==> config.mk <==
export PLATFORM = sky130hd
export DESIGN_NAME = t1_remote_alarm
export DESIGN_NICKNAME = d
export VERILOG_FILES = /design/src/rtl/t1_remote_alarm.sv
export SDC_FILE = /design/constraint.sdc
export NUM_CORES = 1
export LEC_CHECK = 0
export BUFFER_PORTS_ARGS = -buffer_cell sky130_fd_sc_hd__buf_2
export CAP_MARGIN = 20
export CORE_UTILIZATION = 35
export CTS_CLUSTER_DIAMETER = 60
export DETAILED_ROUTE_END_ITERATION = 8
export GPL_TIMING_DRIVEN = 0
export PLACE_DENSITY_LB_ADDON = 0.3
export SETUP_SLACK_MARGIN = 0.15
export SLEW_MARGIN = 20
export SYNTH_ARGS = -nofsm -noshare
export SYNTH_HDL_FRONTEND = slang
export SYNTH_SLANG_ARGS = --single-unit
==> constraint.sdc <==
create_clock -name clk -period 6.08 [get_ports clk]
set_input_delay 1.216 -clock clk [delete_from_list [all_inputs] [get_ports clk]]
set_output_delay 1.216 -clock clk [all_outputs]
set_load 0.05 [all_outputs]
==> src/rtl/t1_remote_alarm.sv <==
module t1_remote_alarm #(
  parameter int                 CW_BITS  = 16,
  parameter logic [CW_BITS-1:0] CODEWORD = 16'h00FF,
  parameter int                 HIST     = 16,
  parameter int                 SET_RUN  = 16,
  parameter int                 CLR_MAX  = 14,
  parameter int                 INTEG_MS = 200
) (
  input  logic clk,
  input  logic rst_n,
  input  logic esf_mode,
  input  logic d4_sbit_sel,
  input  logic integ_en,
  input  logic dl_bit,
  input  logic dl_valid,
  input  logic ch_bit2,
  input  logic ch_bit2_valid,
  input  logic frame_end,
  input  logic sbit,
  input  logic sbit_valid,
  input  logic tick_1ms,
  output logic alarm_raw,
  output logic alarm_out
);
  localparam int SLW = $clog2(CW_BITS);
  localparam int RUNW = $clog2(SET_RUN + 1);
  localparam int MSW = $clog2(INTEG_MS + 1);

  logic [CW_BITS-1:0] sr;
  logic [SLW-1:0]     slot;
  logic [HIST-1:0]    hist;
  logic [RUNW-1:0]    run;
  logic               esf_raw, b2_raw, s_raw, seen_one, integ;
  logic [MSW-1:0]     ms_cnt;

  wire                esf_step  = esf_mode & dl_valid;
  wire [CW_BITS-1:0]  sr_nx     = {sr[CW_BITS-2:0], dl_bit};
  wire                slot_done = esf_step && (slot == SLW'(CW_BITS - 1));
  wire                hit       = (sr_nx == CODEWORD);
  wire [HIST-1:0]     hist_nx   = {hist[HIST-2:0], hit};
  wire [RUNW-1:0]     run_nx    = !hit ? '0 : (run == RUNW'(SET_RUN)) ? run : run + 1'b1;
  wire                seen_nx   = seen_one | (ch_bit2_valid & ch_bit2);
  wire                raw_sel   = esf_mode ? esf_raw : (d4_sbit_sel ? s_raw : b2_raw);
  wire                use_integ = integ_en & esf_mode;

  assign alarm_raw = raw_sel;
  assign alarm_out = use_integ ? integ : raw_sel;

  always_ff @(posedge clk) begin
    if (!rst_n) begin
      sr <= '0;
      slot <= '0;
      hist <= '0;
      run <= '0;
      esf_raw <= 1'b0;
    end else if (esf_step) begin
      sr <= sr_nx;
      slot <= slot_done ? '0 : slot + 1'b1;
      if (slot_done) begin
        hist <= hist_nx;
        run <= run_nx;
        if (run_nx == RUNW'(SET_RUN)) esf_raw <= 1'b1;
        else if ($countones(hist_nx) <= CLR_MAX) esf_raw <= 1'b0;
      end
    end
  end

  always_ff @(posedge clk) begin
    if (!rst_n) begin
      seen_one <= 1'b0;
      b2_raw <= 1'b0;
      s_raw <= 1'b0;
    end else if (!esf_mode) begin
      if (!d4_sbit_sel) begin
        if (frame_end) begin
          b2_raw <= ~seen_nx;
          seen_one <= 1'b0;
        end else begin
          seen_one <= seen_nx;
        end
      end else if (sbit_valid) begin
        s_raw <= sbit;
      end
    end
  end

  always_ff @(posedge clk) begin
    if (!rst_n) begin
      integ <= 1'b0;
      ms_cnt <= '0;
    end else if (!use_integ || (raw_sel == integ)) begin
      integ <= raw_sel;
      ms_cnt <= '0;
    end else if (tick_1ms) begin
      if (ms_cnt == MSW'(INTEG_MS)) begin
        integ <= ~integ;
        ms_cnt <= '0;
      end else begin
        ms_cnt <= ms_cnt + 1'b1;
      end
    end
  end


  set_needs_run_chk: assert property (@(posedge clk) disable iff (!rst_n)
    $rose(esf_raw) |-> (&hist));


  clear_needs_misses_chk: assert property (@(posedge clk) disable iff (!rst_n)
    $fell(esf_raw) |-> ($countones(hist) <= CLR_MAX));


  slot_edge_only_chk: assert property (@(posedge clk) disable iff (!rst_n)
    (esf_raw != $past(esf_raw)) |-> $past(slot_done));


  integ_flip_chk: assert property (@(posedge clk) disable iff (!rst_n)
    (use_integ && $past(use_integ) && (integ != $past(integ)))
      |-> ($past(tick_1ms) && ($past(ms_cnt) == MSW'(INTEG_MS))));


  ms_bound_chk: assert property (@(posedge clk) disable iff (!rst_n)
    ms_cnt <= MSW'(INTEG_MS));


  run_bound_chk: assert property (@(posedge clk) disable iff (!rst_n)
    run <= RUNW'(SET_RUN));
endmodule

# == Word-level counts from Yosys, hierarchy flattened ==
# Index checks and enable logic that the tools add are counted.
# totals
reg_bits,52
latchBits,0
ram_bits,0
rom_bits,0
wordCells,70
mem_count,0
# classes
addsub,18
mul,0
div_mod_pow,0
magnitude_cmp,1
eq_ne,6
n_shift,0
mux,13
bitwise_logic,9
reduce_logical,13
# ops
operator,count
adder 1 x 1 -> 2 bit,8
equality test 16 x 8 -> 1 bit (second input constant),1
adder 2 x 2 -> 3 bit,4
equality test 5 bit (second input constant),2
2-to-1 mux 5 bit,2
2-to-1 mux 1 bit,9
AND reduction 3 bit,3
adder 3 x 3 -> 4 bit,2
adder 8 x 1 -> 8 bit (second input constant),1
equality test 8 bit (second input constant),1
2-to-1 mux 8 bit,1
AND reduction 2 bit,3
nonzero test 2 bit,3
adder 4 x 4 -> 5 bit,1
adder 5 x 1 -> 5 bit (second input constant),1
<= comparator 5 x 4 -> 1 bit (second input constant),1
NOT 1 bit,5
adder 4 x 1 -> 4 bit (second input constant),1
equality test 4 bit (second input constant),1
2-to-1 mux 4 bit,1
bitwise AND 1 bit,3
OR reduction 2 bit,1
equality test 1 bit,1
logical AND 1 bit,1
other kinds (3),3

# == Logic depth before layout (Yosys ltp) ==
# logic_depth
word_depth,8
mapped_depth,19

# == Worst setup path before layout ==
# OpenSTA, ideal clock, no wires.
# synth_path
kind,input to register
from,input dl_bit
to,register esf_raw
setup_ps,69
arrival_time_ps,4758
setup_slack_ps,1253
cell_stages,18
cell_sequence,and4bb_2 -> nand4_1 -> inv_1 -> fa_1 -> inv_1 -> fa_1 -> inv_1 -> fa_1 -> inv_1 -> fa_1 -> inv_1 -> ha_1 -> inv_1 -> fa_1 -> nand3b_1 -> o211ai_1 -> nand4_1 -> o21ai_1
# synth_via
elab_chain_cells,8
# synth_rtl
element,line_no,rtl
start: declaration,14,"input logic dl_bit,"
equality test 16 x 8 -> 1 bit *,39,wire hit = (sr_nx == CODEWORD);
net hit,39,
adder 1 x 1 -> 2 bit (implied by the code),63,else if ($countones(hist_nx) <= CLR_MAX) esf_raw <= 1'b0;
adder 2 x 2 -> 3 bit (implied by the code),63,
adder 3 x 3 -> 4 bit (implied by the code),63,
adder 4 x 4 -> 5 bit (implied by the code),63,
<= comparator 5 x 4 -> 1 bit,63,
nonzero test 2 bit (no source line),-,
AND reduction 3 bit (no source line),-,
end signal: assignment,55,esf_raw <= 1'b0;
end signal: assignment,62,if (run_nx == RUNW'(SET_RUN)) esf_raw <= 1'b1;
end signal: assignment,63,
end: declaration,33,"logic esf_raw, b2_raw, s_raw, seen_one, integ;"
# Mark *: on every way through the listed nets, which the timed path passes. The rest lies on a longest branch.
# A chain may end at the register's enable or synchronous reset.

# == Worst setup path after layout ==
# Ends and elaborated chain as after synthesis.

==> flow_summary.yaml <==
clock_tree:
  clk-insertion-delay-late_ps: 310
  cts_made_buffers: 5
  cts_buffer_depth: 2
  cts_setup_buffers: 0
  cts.sinks: 52
  cts_tree: "built"
  clkTransAtPathRegs_ps: 100
  ctsHoldBuffers: 0
  cts_root_buffer: "clkbuf_8"
  ctsResizeCount: 0
  cts_max_level: 2
floorplanning:
  fp.dieArea_sq_um: 8170
  die_height_microns: 90.4
  start_util: 0.369
  die_w_microns: 90.4
  core-area_sq_um: 7410
  rows: 31
  ios: 15
setup_path:
  crit_chain: "buf_2 > and4bb_2 > nand4_1 > inv_1 > fa_1 > inv_1 > fa_1 > inv_1 > fa_1 > inv_1 > fa_1 > inv_1 > ha_1 > inv_1 > fa_1 > nand3b_1 > o211ai_1 > nand4_1 > o21ai_1"
  worstSetupEndpointType: "flop"
  slowest_delay_ps: 500
  worstPathArrival_ps: 5260
  worstSetupStartpointType: "input pin"
  path_common_cell: "inv_1"
  criticalPathCategory: "in -> reg"
  critPathSlowestCell: "fa_1"
  required_ps: 6320
  crit_path_max_fanout: 4
synth:
  avgSynthCellArea_sq_um: 8.68
  synth_edf_count: 0
  synth_seq_area_share: 0.381
  ys_ff_latch: 52
  ys_async_sr_fraction: 0
  syn_inst: 315
  ys.flop_type: "dfxtp_1"
  synth_area_sq_um: 2730
  synth_nets: 348
  ys_types: 46
  yosys_warnings: 0
drt:
  drt_wl_total_mm: 4.90
  post-route-drc-count: 0
  drtIter0Drc: 75
  routedWlPerCell_microns: 11.3
  dr_total_vias: 2026
  first_pass_iters: 4
  ant_nets: 0
  vias_per_cell: 4.66
global_route:
  grt_pass1_vias: 2024
  antenna_found_initial: 0
  grt_pass1_wl_mm: 8.78
  grt_usage: 0.131
  grt_max_degree: 18
  overflow: 0
finish:
  area_delta_synth_final_pct: 10.2
  nNetsFinal: 368
  antenna_cells: 0
  fillers: 767
  drive_gt1_frac: 0.116
timing:
  setup_tns_ps: 0
  finalWorstSetupSlack_ps: 1070
  fin_crit_sh: 0.824
  skew_ps: 8.87
  drv_slew: 0
  worstMarginPinSlew_ps: 412
  rsz0062_at_grt: "no"
  report.final.setup_viol: 0
  layout_min_cycle_time_ps: 5010
  relSlewSlack: 0.725
  finalHoldViolCount: 0
  max_freq_ghz: 0.200
job:
  max-cap-violations: 0
place:
  place_congestion: 0.788
  pre_cts_ws_ps: 712
  port_buffers: 13
  dp_hpwl_mm: 3.71
worst_hold_path:
  hp-class: "reg -> reg"
pwr:
  irDropWorstVdd_v: 0.0000811
  powerDensity_nw_per_um2: 190
  p_leak_nw: 1.14
outcome:
  outcome: "finished, final reports clean"
per-stage QoR:
step	std cells	hold slack (ps)	cell area (sq um)	total power, mW	utilization
3_3_place_gp	427	452	2920	0.379	0.395
6_report	435	475	3010	0.572	0.407
3_5_place_dp	427	464	2920	0.379	0.395
5_1_grt	435	495	3010	0.594	0.407
2_1_floorplan	315	439	2730	0.369	-
4_1_cts	435	476	3010	0.580	0.407
cell type report:
type | instances | area [sq um] | area share
Sequential cell | 52 | 1040 | 0.346
Clock buffer | 5 | 68.8 | 0.0228
Clock inverter | 3 | 21.3 | 0.00706
Tap cell | 99 | 124 | 0.0411
Inverter | 30 | 113 | 0.0374
Timing Repair Buffer | 13 | 65.1 | 0.0216
Buffer | 13 | 70.1 | 0.0233
Multi-Input combinational cell | 220 | 1510 | 0.501
metal layers:
layer,up-vias,global-route usage,part of all wire
li1,1064,-,-
met1,924,0.171,0.51
met2,25,0.211,0.44
met3,13,0.0286,0.027
met4,0,0.0511,0.024
met5,-,0,0
power breakdown:
group,switching [mW],internal (mW)
clock network,0.120,0.0820
registers,0.00133,0.342
logic,0.0160,0.0111
total,0.137,0.435
synth_stat cells, drive strengths merged (2+ instances only):
cell type	instances	area, sq um
a21boi	32	240
a21o	2	15.0
a21oi	4	20.0
and2	3	21.3
and3	2	17.5
and4bb	2	25.0
buf	9	55.0
clkbuf	4	15.0
dfxtp	52	1040
fa	10	200
ha	10	125
inv	30	113
mux2i	3	30.0
nand2	80	300
nand3	5	37.5
nand3b	3	22.5
nand4	6	37.5
nand4b	2	17.5
nor2	17	80.1
nor2b	3	18.8
nor4b	3	53.8
o211ai	2	15.0
o21ai	7	35.0
xnor2	5	43.8
xor2	7	61.3
placed cells by master (no fill, tap or decap), drive strengths merged, types with 2 or more instances in the layout:
| cell | n |
|---|---|
| ha | 10 |
| o21ai | 7 |
| and2 | 3 |
| buf | 22 |
| nor2b | 3 |
| mux2i | 3 |
| nand3b | 3 |
| fa | 10 |
| inv | 31 |
| a21boi | 32 |
| a21oi | 4 |
| and4bb | 2 |
| o211ai | 2 |
| nand4b | 2 |
| clkbuf | 9 |
| xor2 | 7 |
| nor2 | 17 |
| nand3 | 5 |
| nand2 | 80 |
| nor4b | 3 |
| a21o | 2 |
| dfxtp | 52 |
| nand4 | 6 |
| xnor2 | 5 |
| and3 | 2 |
final timing paths:
check              start  endpoint  slack (ps)  depth (start not counted)
setup reg to reg   sr[8]   esf_raw        1700                         18
hold reg to reg   b2_raw    b2_raw         470                          2
setup / recovery  dl_bit   esf_raw        1070                         19
hold / removal    b2_raw    b2_raw         470                          2
flip-flops by register name, summed over array words and instances (netlist names):
name,cells
run,5
s_raw,1
slot,4
ms_cnt,8
esf_raw,1
hist,15
integ,1
b2_raw,1
seen_one,1
sr,15
logic make-up after synthesis:
kind of cell               after synthesis  share of synthesized area
buffers and inverters                   43                     0.0668
DFF                                     52                      0.381
and+or+nand+nor                        130                      0.241
AOI/OAI and AO/OA                       54                      0.139
muxes                                    4                     0.0151
xor gates and xnor gates                12                     0.0384
adders and majority gates               20                      0.119
worst max-delay path: cells and delay by family:
family	cells	cell delay, ps
buf+inv	7	500
simple gates	4	680
compound gates	2	350
fa+ha+maj	6	2510
(Power assumes the default switching activity.)
